==> src/rtl/csbp_pkg.sv <==
package csbp_pkg;

  typedef enum logic [1:0] {
    MODE_SIMPLE   = 2'd0,
    MODE_FLASH    = 2'd1,
    MODE_GRAPHICS = 2'd2,
    MODE_OTHER    = 2'd3
  } csbp_mode_e;

  typedef enum logic [1:0] {
    KIND_SINGLE = 2'd0,
    KIND_IFETCH = 2'd1,
    KIND_LINE   = 2'd2,
    KIND_CRIT   = 2'd3
  } csbp_kind_e;

  typedef struct packed {
    logic       burst_en;
    logic       long_ok;
    logic       wrap_ok;
    csbp_mode_e mode;
  } csbp_cfg_t;

  typedef enum logic [1:0] {
    ST_IDLE  = 2'd0,
    ST_ISSUE = 2'd1,
    ST_DONE  = 2'd2
  } csbp_state_e;

endpackage

==> src/rtl/csbp_cfg_sel.sv <==
module csbp_cfg_sel
  import csbp_pkg::*;
#(
  parameter int NUM_CS = 8,
  localparam int SEL_W = $clog2(NUM_CS)
) (
  input  logic [NUM_CS-1:0]   burst_en,
  input  logic [NUM_CS-1:0]   long_ok,
  input  logic [NUM_CS-1:0]   wrap_ok,
  input  logic [2*NUM_CS-1:0] mode_vec,
  input  logic [SEL_W-1:0]    sel,
  input  logic                boot,
  output csbp_cfg_t           cfg
);
  csbp_cfg_t per_cs [NUM_CS];

  for (genvar g = 0; g < NUM_CS; g++) begin : g_cs
    assign per_cs[g].burst_en = burst_en[g];
    assign per_cs[g].long_ok  = long_ok[g];
    assign per_cs[g].wrap_ok  = wrap_ok[g];
    assign per_cs[g].mode     = csbp_mode_e'(mode_vec[2*g +: 2]);
  end

  // The boot chip select shares the settings of chip select 0.
  always_comb begin
    if (boot) cfg = per_cs[0];
    else      cfg = per_cs[sel];
  end
endmodule

==> src/rtl/csbp_decide.sv <==
module csbp_decide
  import csbp_pkg::*;
(
  input  csbp_cfg_t  cfg,
  input  csbp_kind_e kind,
  input  logic       ratio_1to1,
  output logic       plan_long,
  output logic       plan_wrap
);
  logic mode_ok;
  logic allowed;

  always_comb begin
    mode_ok = (cfg.mode == MODE_FLASH) || (cfg.mode == MODE_GRAPHICS);
    allowed = cfg.burst_en && mode_ok && !(ratio_1to1 && cfg.mode == MODE_FLASH);
    plan_long = 1'b0;
    plan_wrap = 1'b0;
    if (allowed) begin
      unique case (kind)
        KIND_LINE: plan_long = cfg.long_ok;
        KIND_CRIT: begin
          plan_long = cfg.long_ok && cfg.wrap_ok;
          plan_wrap = cfg.long_ok && cfg.wrap_ok;
        end
        default: plan_long = 1'b0;
      endcase
    end
  end
endmodule

==> src/rtl/csbp_beat_gen.sv <==
module csbp_beat_gen
  import csbp_pkg::*;
#(
  parameter int ADDR_W     = 32,
  parameter int BEAT_BYTES = 8,
  parameter int LINE_BYTES = 32,
  localparam int BEAT_SH = $clog2(BEAT_BYTES),
  localparam int LINE_SH = $clog2(LINE_BYTES),
  localparam int IDX_W   = LINE_SH - BEAT_SH,
  localparam int NBEATS  = LINE_BYTES / BEAT_BYTES,
  localparam int LEN_W   = LINE_SH + 1
) (
  input  logic              clk,
  input  logic              rst,
  input  logic              start,
  input  logic [ADDR_W-1:0] addr,
  input  logic              plan_long,
  input  logic              plan_wrap,
  input  logic              beat_ready,
  output logic              busy,
  output logic              beat_valid,
  output logic [ADDR_W-1:0] beat_addr,
  output logic [LEN_W-1:0]  burst_bytes,
  output logic              wrap_mode,
  output logic              done
);
  csbp_state_e       state;
  logic [ADDR_W-1:0] line_base;
  logic [IDX_W-1:0]  cur_idx;
  logic [IDX_W-1:0]  beat_cnt;
  logic [IDX_W-1:0]  last_cnt;
  logic [ADDR_W-1:0] start_base;
  logic [IDX_W-1:0]  crit_idx;
  logic [IDX_W-1:0]  first_idx;
  logic [IDX_W-1:0]  next_idx;

  always_comb begin
    start_base = (addr >> LINE_SH) << LINE_SH;
    crit_idx   = addr[LINE_SH-1:BEAT_SH];
    first_idx  = (plan_long && !plan_wrap) ? '0 : crit_idx;
    next_idx   = cur_idx + 1'b1;
  end

  always_ff @(posedge clk) begin
    if (rst) begin
      state       <= ST_IDLE;
      line_base   <= '0;
      cur_idx     <= '0;
      beat_cnt    <= '0;
      last_cnt    <= '0;
      beat_addr   <= '0;
      burst_bytes <= LEN_W'(BEAT_BYTES);
      wrap_mode   <= 1'b0;
    end else begin
      unique case (state)
        ST_IDLE: if (start) begin
          state       <= ST_ISSUE;
          line_base   <= start_base;
          cur_idx     <= first_idx;
          beat_cnt    <= '0;
          last_cnt    <= plan_long ? IDX_W'(NBEATS - 1) : '0;
          beat_addr   <= start_base | ADDR_W'({first_idx, {BEAT_SH{1'b0}}});
          burst_bytes <= plan_long ? LEN_W'(LINE_BYTES) : LEN_W'(BEAT_BYTES);
          wrap_mode   <= plan_wrap;
        end
        ST_ISSUE: if (beat_ready) begin
          if (beat_cnt == last_cnt) begin
            state <= ST_DONE;
          end else begin
            beat_cnt  <= beat_cnt + 1'b1;
            cur_idx   <= next_idx;
            beat_addr <= line_base | ADDR_W'({next_idx, {BEAT_SH{1'b0}}});
          end
        end
        default: state <= ST_IDLE;
      endcase
    end
  end

  assign busy       = (state != ST_IDLE);
  assign beat_valid = (state == ST_ISSUE);
  assign done       = (state == ST_DONE);
endmodule

==> src/rtl/csburst_planner.sv <==
module csburst_planner
  import csbp_pkg::*;
#(
  parameter int NUM_CS     = 8,
  parameter int ADDR_W     = 32,
  parameter int BEAT_BYTES = 8,
  parameter int LINE_BYTES = 32,
  localparam int SEL_W = $clog2(NUM_CS),
  localparam int LEN_W = $clog2(LINE_BYTES) + 1
) (
  input  logic                clk,
  input  logic                rst,
  input  logic [NUM_CS-1:0]   cs_burst_en,
  input  logic [NUM_CS-1:0]   cs_long_ok,
  input  logic [NUM_CS-1:0]   cs_wrap_ok,
  input  logic [2*NUM_CS-1:0] cs_mode,
  input  logic                start,
  input  logic [SEL_W-1:0]    req_cs,
  input  logic                req_boot,
  input  logic [1:0]          req_kind,
  input  logic                ratio_1to1,
  input  logic [ADDR_W-1:0]   req_addr,
  input  logic                beat_ready,
  output logic                busy,
  output logic                beat_valid,
  output logic [ADDR_W-1:0]   beat_addr,
  output logic [LEN_W-1:0]    burst_bytes,
  output logic                wrap_mode,
  output logic                done
);
  csbp_cfg_t cfg;
  logic      plan_long;
  logic      plan_wrap;

  csbp_cfg_sel #(.NUM_CS(NUM_CS)) i_cfg_sel (
    .burst_en (cs_burst_en),
    .long_ok  (cs_long_ok),
    .wrap_ok  (cs_wrap_ok),
    .mode_vec (cs_mode),
    .sel      (req_cs),
    .boot     (req_boot),
    .cfg      (cfg)
  );

  csbp_decide i_decide (
    .cfg        (cfg),
    .kind       (csbp_kind_e'(req_kind)),
    .ratio_1to1 (ratio_1to1),
    .plan_long  (plan_long),
    .plan_wrap  (plan_wrap)
  );

  csbp_beat_gen #(
    .ADDR_W     (ADDR_W),
    .BEAT_BYTES (BEAT_BYTES),
    .LINE_BYTES (LINE_BYTES)
  ) i_beat_gen (
    .clk         (clk),
    .rst         (rst),
    .start       (start),
    .addr        (req_addr),
    .plan_long   (plan_long),
    .plan_wrap   (plan_wrap),
    .beat_ready  (beat_ready),
    .busy        (busy),
    .beat_valid  (beat_valid),
    .beat_addr   (beat_addr),
    .burst_bytes (burst_bytes),
    .wrap_mode   (wrap_mode),
    .done        (done)
  );
endmodule

==> config.mk <==
export PLATFORM = sky130hd
export DESIGN_NAME = csburst_planner
export DESIGN_NICKNAME = d
export VERILOG_FILES = /design/src/rtl/csbp_pkg.sv /design/src/rtl/csbp_cfg_sel.sv /design/src/rtl/csbp_decide.sv /design/src/rtl/csbp_beat_gen.sv /design/src/rtl/csburst_planner.sv
export SDC_FILE = /design/constraint.sdc
export NUM_CORES = 1
export LEC_CHECK = 0
export CORE_MARGIN = 2
export CORE_UTILIZATION = 27
export DETAILED_ROUTE_END_ITERATION = 7
export PLACE_DENSITY = 0.54
export SYNTH_ARGS = -nofsm -noshare
export SYNTH_HDL_FRONTEND = slang
export SYNTH_SLANG_ARGS = --single-unit
==> constraint.sdc <==
create_clock -name clk -period 6.9 [get_ports clk]
set_input_delay 0.69 -clock clk [delete_from_list [all_inputs] [get_ports clk]]
set_output_delay 0.69 -clock clk [all_outputs]
set_load 0.03 [all_outputs]
==> metrics.cfg, run 1 <==
[finish]
final_cell_mix=nand2_1, clkdlybuf4s50_1, dfxtp_1
regArea_um2=1260
fin_cells=612
nets=551
multi_input_area_um2=1520
diodes=0
drive_above_1_share=0.0551
synthToLayoutAreaGrowth_pct=47.0
final_common_cell=nand2_1
n_fill_cell=1135

[setup_path]
criticalPathCategory=input port to flop
crit_path_end_kind=flop
reg2reg_slack_ns=4.11
worstPathArrival_ns=3.87
cp_slowest_cell=clkdlybuf4s50_1
path_delay_family=buffers and inverters
crit_fanout=13
startpoint_type=input port
path_cells=clkdlybuf4s50_1, mux4_1, mux2i_1, nor2_1, a21oi_1, ha_1, nand2b_1, a221oi_1, o221ai_1, or4b_1, a21oi_1
cp_num_buf_inv=1
cp.required_ns=7.16
cp_common_cell=a21oi_1
max_stage_delay_ns=0.75

[timing]
maxSlewHeadroom=0.199
post-route-period-util=0.523
finalSetupTns_ns=0
finalHoldViolations=0
fmax_ghz=0.277
fin_skew_ns=0.0115
finalMaxSlewViolations=0
tightest_slew_ns=1.20
setup_viol=0
min_period_ns=3.61
rsz0062_at_grt=false

[status]
status=finished clean

[floorplan]
start_util=0.274
num_rows=38
die-area_um2=11800
fp.dieH_um=108
die_w_um=108
core_area_um2=10700
io_pins=125

[routing]
drc=0
dr_wl_met3_um=612
via_count=2895
dr.pass1.iters=4
wire_per_inst_um=13.3
top_layer_used=met4
drt-vias-per-instance=4.73
ant_nets=0
drt_iter0_markers=102
wl_mm=8.14
wl_met1_mm=3.48
met2WireLength_mm=3.93

[power_and_ir_drop]
power.leakage_uw=0.00158
powerDensity_nw_per_um2=221
ir_drop_v=0.0000723

[logic_synthesis]
synth_top_family_by_area=simple AND/OR/NAND/NOR gates
ys_warn_count=0
synth_area_leader_cell=dfxtp_1
synth_compound_area_frac=0.180
synthMuxAreaShare=0.0655
syn_avg_cell_area_um2=8.00
synth_fa_ha_area_frac=0.00425
ys_seq_elements=63
synth_edf_count=0
netlist_instances=368
synth_cell_types=42
netlist.area_leader.share=0.429
synthXorXnorAreaFrac=0
synthTopCellsByArea=dfxtp_1, nand2_1, a311oi_1
synth_area_um2=2940
async_reset_ff_frac=0
ys.flop_type=dfxtp_1
seq_area_frac_synth=0.429
synthSimpleGateAreaFrac=0.256

[cts]
clockRootBuffer=clkbuf_8
clk_latency_ns=0.34
clk_path_buf_depth=2
postCtsHoldBufs=0
post_cts_buffers=0
cts_sinks=63
cts_tree=yes
clk_pin_slew_ns=0.07
cts_resized=0
numCtsBuffers=9
cts_max_level=3

[hold_path]
hold_class=flop to flop

[global_route]
grt_pass1_vias=2741
grt_max_degree=64
antenna_found_initial=0
grt_pass1_wl_mm=13.3
track_usage=0.144
grt_overflow_total=0

[place]
place_inst=596
place.port_buffers=114
dp_hpwl_mm=5.46
place.gp.congestion=0.713

[flow_run]
maxCapViolCount=0

-- final cells by class --
class	instances	area share
Multi-Input combinational cell	272	0.350
Sequential cell	63	0.291
Timing Repair Buffer	118	0.270
Tap cell	140	0.0405
Clock buffer	9	0.0286
Clock inverter	7	0.0168
Inverter	3	0.00260
-- cells by family after synthesis --
| family | count (synthesis) |
|---|---|
| AND/OR/NAND/NOR | 176 |
| AO/OA/AOI/OAI | 77 |
| flip-flops | 63 |
| buffers and inverters | 39 |
| multiplexers | 11 |
| adder cells (fa/ha/maj) | 1 |
| other | 1 |
-- synthesized netlist by cell type, types with 3 or more instances --
cell      count
nand2_1     116
dfxtp_1      63
a21oi_1      34
nor2_1       33
a311oi_1     28
clkbuf_1     17
buf_4         8
buf_1         5
buf_2         5
mux2i_1       5
mux4_1        5
nand3_1       4
nand3b_1      4
a32oi_1       3
inv_1         3
nand2b_1      3
nand4_1       3
-- worst paths after layout --
path                             from                        to  depth (start not counted)
min reg2reg  i_beat_gen.line_base[10]  i_beat_gen.line_base[10]                          2
max                         req_cs[0]      i_beat_gen.wrap_mode                         11
min          i_beat_gen.line_base[10]  i_beat_gen.line_base[10]                          2
max reg2reg       i_beat_gen.state[0]  i_beat_gen.beat_addr[15]                          7
-- flip-flops by register name, indices dropped and copies added (netlist names) --
signal                  count
i_beat_gen.beat_addr       28
i_beat_gen.line_base       27
i_beat_gen.beat_cnt         2
i_beat_gen.state            2
i_beat_gen.burst_bytes      1
i_beat_gen.cur_idx          1
i_beat_gen.last_cnt         1
i_beat_gen.wrap_mode        1
-- metal layers --
metal / global-route usage / up-vias
met5: 0 / -
met4: 0.0604 / 0
met3: 0.0380 / 10
met2: 0.241 / 89
met1: 0.174 / 1329
li1: - / 1467
-- stage by stage --
stage	area (um^2)	worst slack, ns	hold slack, ns	utilization	total power, uW
6_report	4330	3.29	0.457	0.403	956
5_1_grt	4330	2.98	0.477	0.403	1010
4_1_cts	4330	3.24	0.457	0.403	972
3_5_place_dp	4130	2.86	0.447	0.384	647
3_3_place_gp	4130	2.90	0.442	0.384	644
2_1_floorplan	2970	3.78	0.437	-	543
-- worst min-delay path, delay by kind of cell, from the launching register on --
family          cells  cell delay, ns
flops               1            0.31
simple gates        1            0.05
compound gates      1            0.05
-- power by group --
part           switching (uW)  leakage, uW  internal (uW)  total, uW
sequential               15.1     0.000518            391        406
combinational             123     0.000966            106        228
clock                     154    0.0000956            167        321
total                     292      0.00158            664        956
(Power assumes the default switching activity.)
==> inputs of run 2 (changes only) <==
--- a/config.mk
+++ b/config.mk
@@ -8,7 +8,7 @@
 export CORE_MARGIN = 2
 export CORE_UTILIZATION = 27
 export DETAILED_ROUTE_END_ITERATION = 7
-export PLACE_DENSITY = 0.54
+export PLACE_DENSITY = 0.56
 export SYNTH_ARGS = -nofsm -noshare
 export SYNTH_HDL_FRONTEND = slang
 export SYNTH_SLANG_ARGS = --single-unit
==> constraint.sdc (replaced) <==
create_clock -name clk -period 3.2 [get_ports clk]
set_input_delay 0.32 -clock clk [delete_from_list [all_inputs] [get_ports clk]]
set_output_delay 0.32 -clock clk [all_outputs]
set_load 0.03 [all_outputs]
==> run 2 against run 1 <==
Net effect: clock skew increased by 0.00083 ns; wire length decreased by 1.5%; first-iteration DRC count decreased by 3.9%; critical path type unchanged; final cell count increased by 1.1%; largest cell class unchanged; die area unchanged.
==> metrics.cfg, run 2 (synthesis gave the netlist of run 1 again) <==
[timing]
hold_slack_ns=0.455
rsz0062_at_grt=false
min_period_ns=2.75
setup_viol=0
post-route-period-util=0.861
finalMaxSlewViolations=0
fin_skew_ns=0.0124
finalSetupTns_ns=0
maxSlewHeadroom=0.473
finalHoldViolations=0
fmax_ghz=0.363
tightest_slew_ns=0.790

[setup_path]
criticalPathCategory=input port to flop
startpoint_type=input port
cp.required_ns=3.47
crit_start=cs_mode[1]
worstPathArrival_ns=3.03
crit_fanout=3
crit_path_end_kind=flop
timing.rr.start=i_beat_gen.beat_cnt[0]
reg2reg_depth=5

[power_and_ir_drop]
internal_power_uw=1540
sw_frac_of_total=0.289
seq_power_share=0.403
power_frac_comb=0.232
fin_total_pwr_uw=2170
ir_drop_v=0.000192
power.share.clock=0.365
power.leakage_uw=0.00164
powerDensity_nw_per_um2=490
power.switching_uw=627

[cts]
post_cts_buffers=0
cts_resized=0
cts_sinks=63
numCtsBuffers=9
clk_latency_ns=0.33
clk_path_buf_depth=2
cts_max_level=3
cts_tree=yes
clockRootBuffer=clkbuf_8
postCtsHoldBufs=0
clk_pin_slew_ns=0.08

[finish]
largest_reg_flops=28
final_core_util=0.412
final_common_cell=nand2_1
diodes=0
reg_top3=i_beat_gen.beat_addr (28), i_beat_gen.line_base (27)
nets=558
drive_above_1_share=0.0710
fin_area_um2=4420
synthToLayoutAreaGrowth_pct=50.3
top_register=i_beat_gen.beat_addr
final_cell_mix=nand2_1, clkdlybuf4s50_1, dfxtp_1

[routing]
dr.pass1.iters=5
via_count=2904
drt-vias-per-instance=4.69
ant_nets=0
drt_iter0_markers=98
wl_mm=8.02
wire_per_inst_um=12.9
drc=0

[global_route]
track_usage=0.139
grt_pass1_wl_mm=12.9
antenna_found_initial=0
grt_pass1_vias=2780
grt_overflow_total=0
grt_max_degree=44

[status]
status=finished clean

[place]
place.port_buffers=114
place.gp.congestion=0.710
dp_hpwl_mm=5.60
place_area_um2=4190

[floorplan]
fp.dieH_um=108
io_pins=125
core_area_um2=10700
num_rows=38
die_w_um=108
start_util=0.274
die-area_um2=11800

[hold_path]
hold_depth=2
hold_class=flop to flop
worstHoldStart=i_beat_gen.line_base[28]

[flow_run]
maxCapViolCount=0

[run 2: cell types whose count changed in the layout (fill, tap and decap cells not counted), sizes merged]
cell / before / now
dlymetal6s2s: 0 / 1
clkdlybuf4s50: 113 / 111
clkinvlp: 2 / 3
clkbuf: 9 / 10
buf: 5 / 13
clkinv: 3 / 0
bufinv: 1 / 2
[run 2: final timing paths]
path / end / slack, ns
min reg2reg: i_beat_gen.line_base[28] / 0.46
max reg2reg: i_beat_gen.beat_addr[16] / 1.29
min: i_beat_gen.line_base[28] / 0.46
max: i_beat_gen.wrap_mode / 0.45
[run 2: cell type report]
type | instances | area (um^2)
inverter | 3 | 11.3
multi-input combinational | 272 | 1520
fill | 1126 | 6320
timing repair buffer | 125 | 1230
tap | 140 | 175
clock buffer | 10 | 138
clock inverter | 6 | 91.3
sequential | 63 | 1260
[run 2: worst max-delay path, cell delays in order]
cell             delay [ns]
clkdlybuf4s50_1        0.43
mux4_1                 0.51
mux2i_1                0.15
nor2_1                 0.05
a21oi_1                0.14
ha_1                   0.24
nand2b_1               0.13
a221oi_1               0.22
o221ai_1               0.21
or4b_1                 0.49
a21oi_1                0.14
[run 2: metal layers]
layer,up-vias,wire length [um],GRT usage
met5,-,0,0
met4,0,61,0.0430
li1,1487,-,-
met2,103,3740,0.236
met3,6,653,0.0482
met1,1308,3560,0.164
[run 2: power groups by stage]
| stage | clock [uW] | sequential, uW | combinational (uW) |
|---|---|---|---|
| after CTS | 816 | 875 | 510 |
| after global placement | 0 | 891 | 505 |
| after detailed placement | 0 | 893 | 509 |
| after floorplan | 0 | 959 | 213 |
| after global routing | 855 | 883 | 551 |
| final | 790 | 874 | 503 |
[run 2: stage by stage]
step                instances  setup slack [ns]
global route              619             0.213
finish                    619             0.445
CTS                       619             0.135
floorplan                 374             0.449
global placement          603            -0.127
detailed placement        603            -0.232
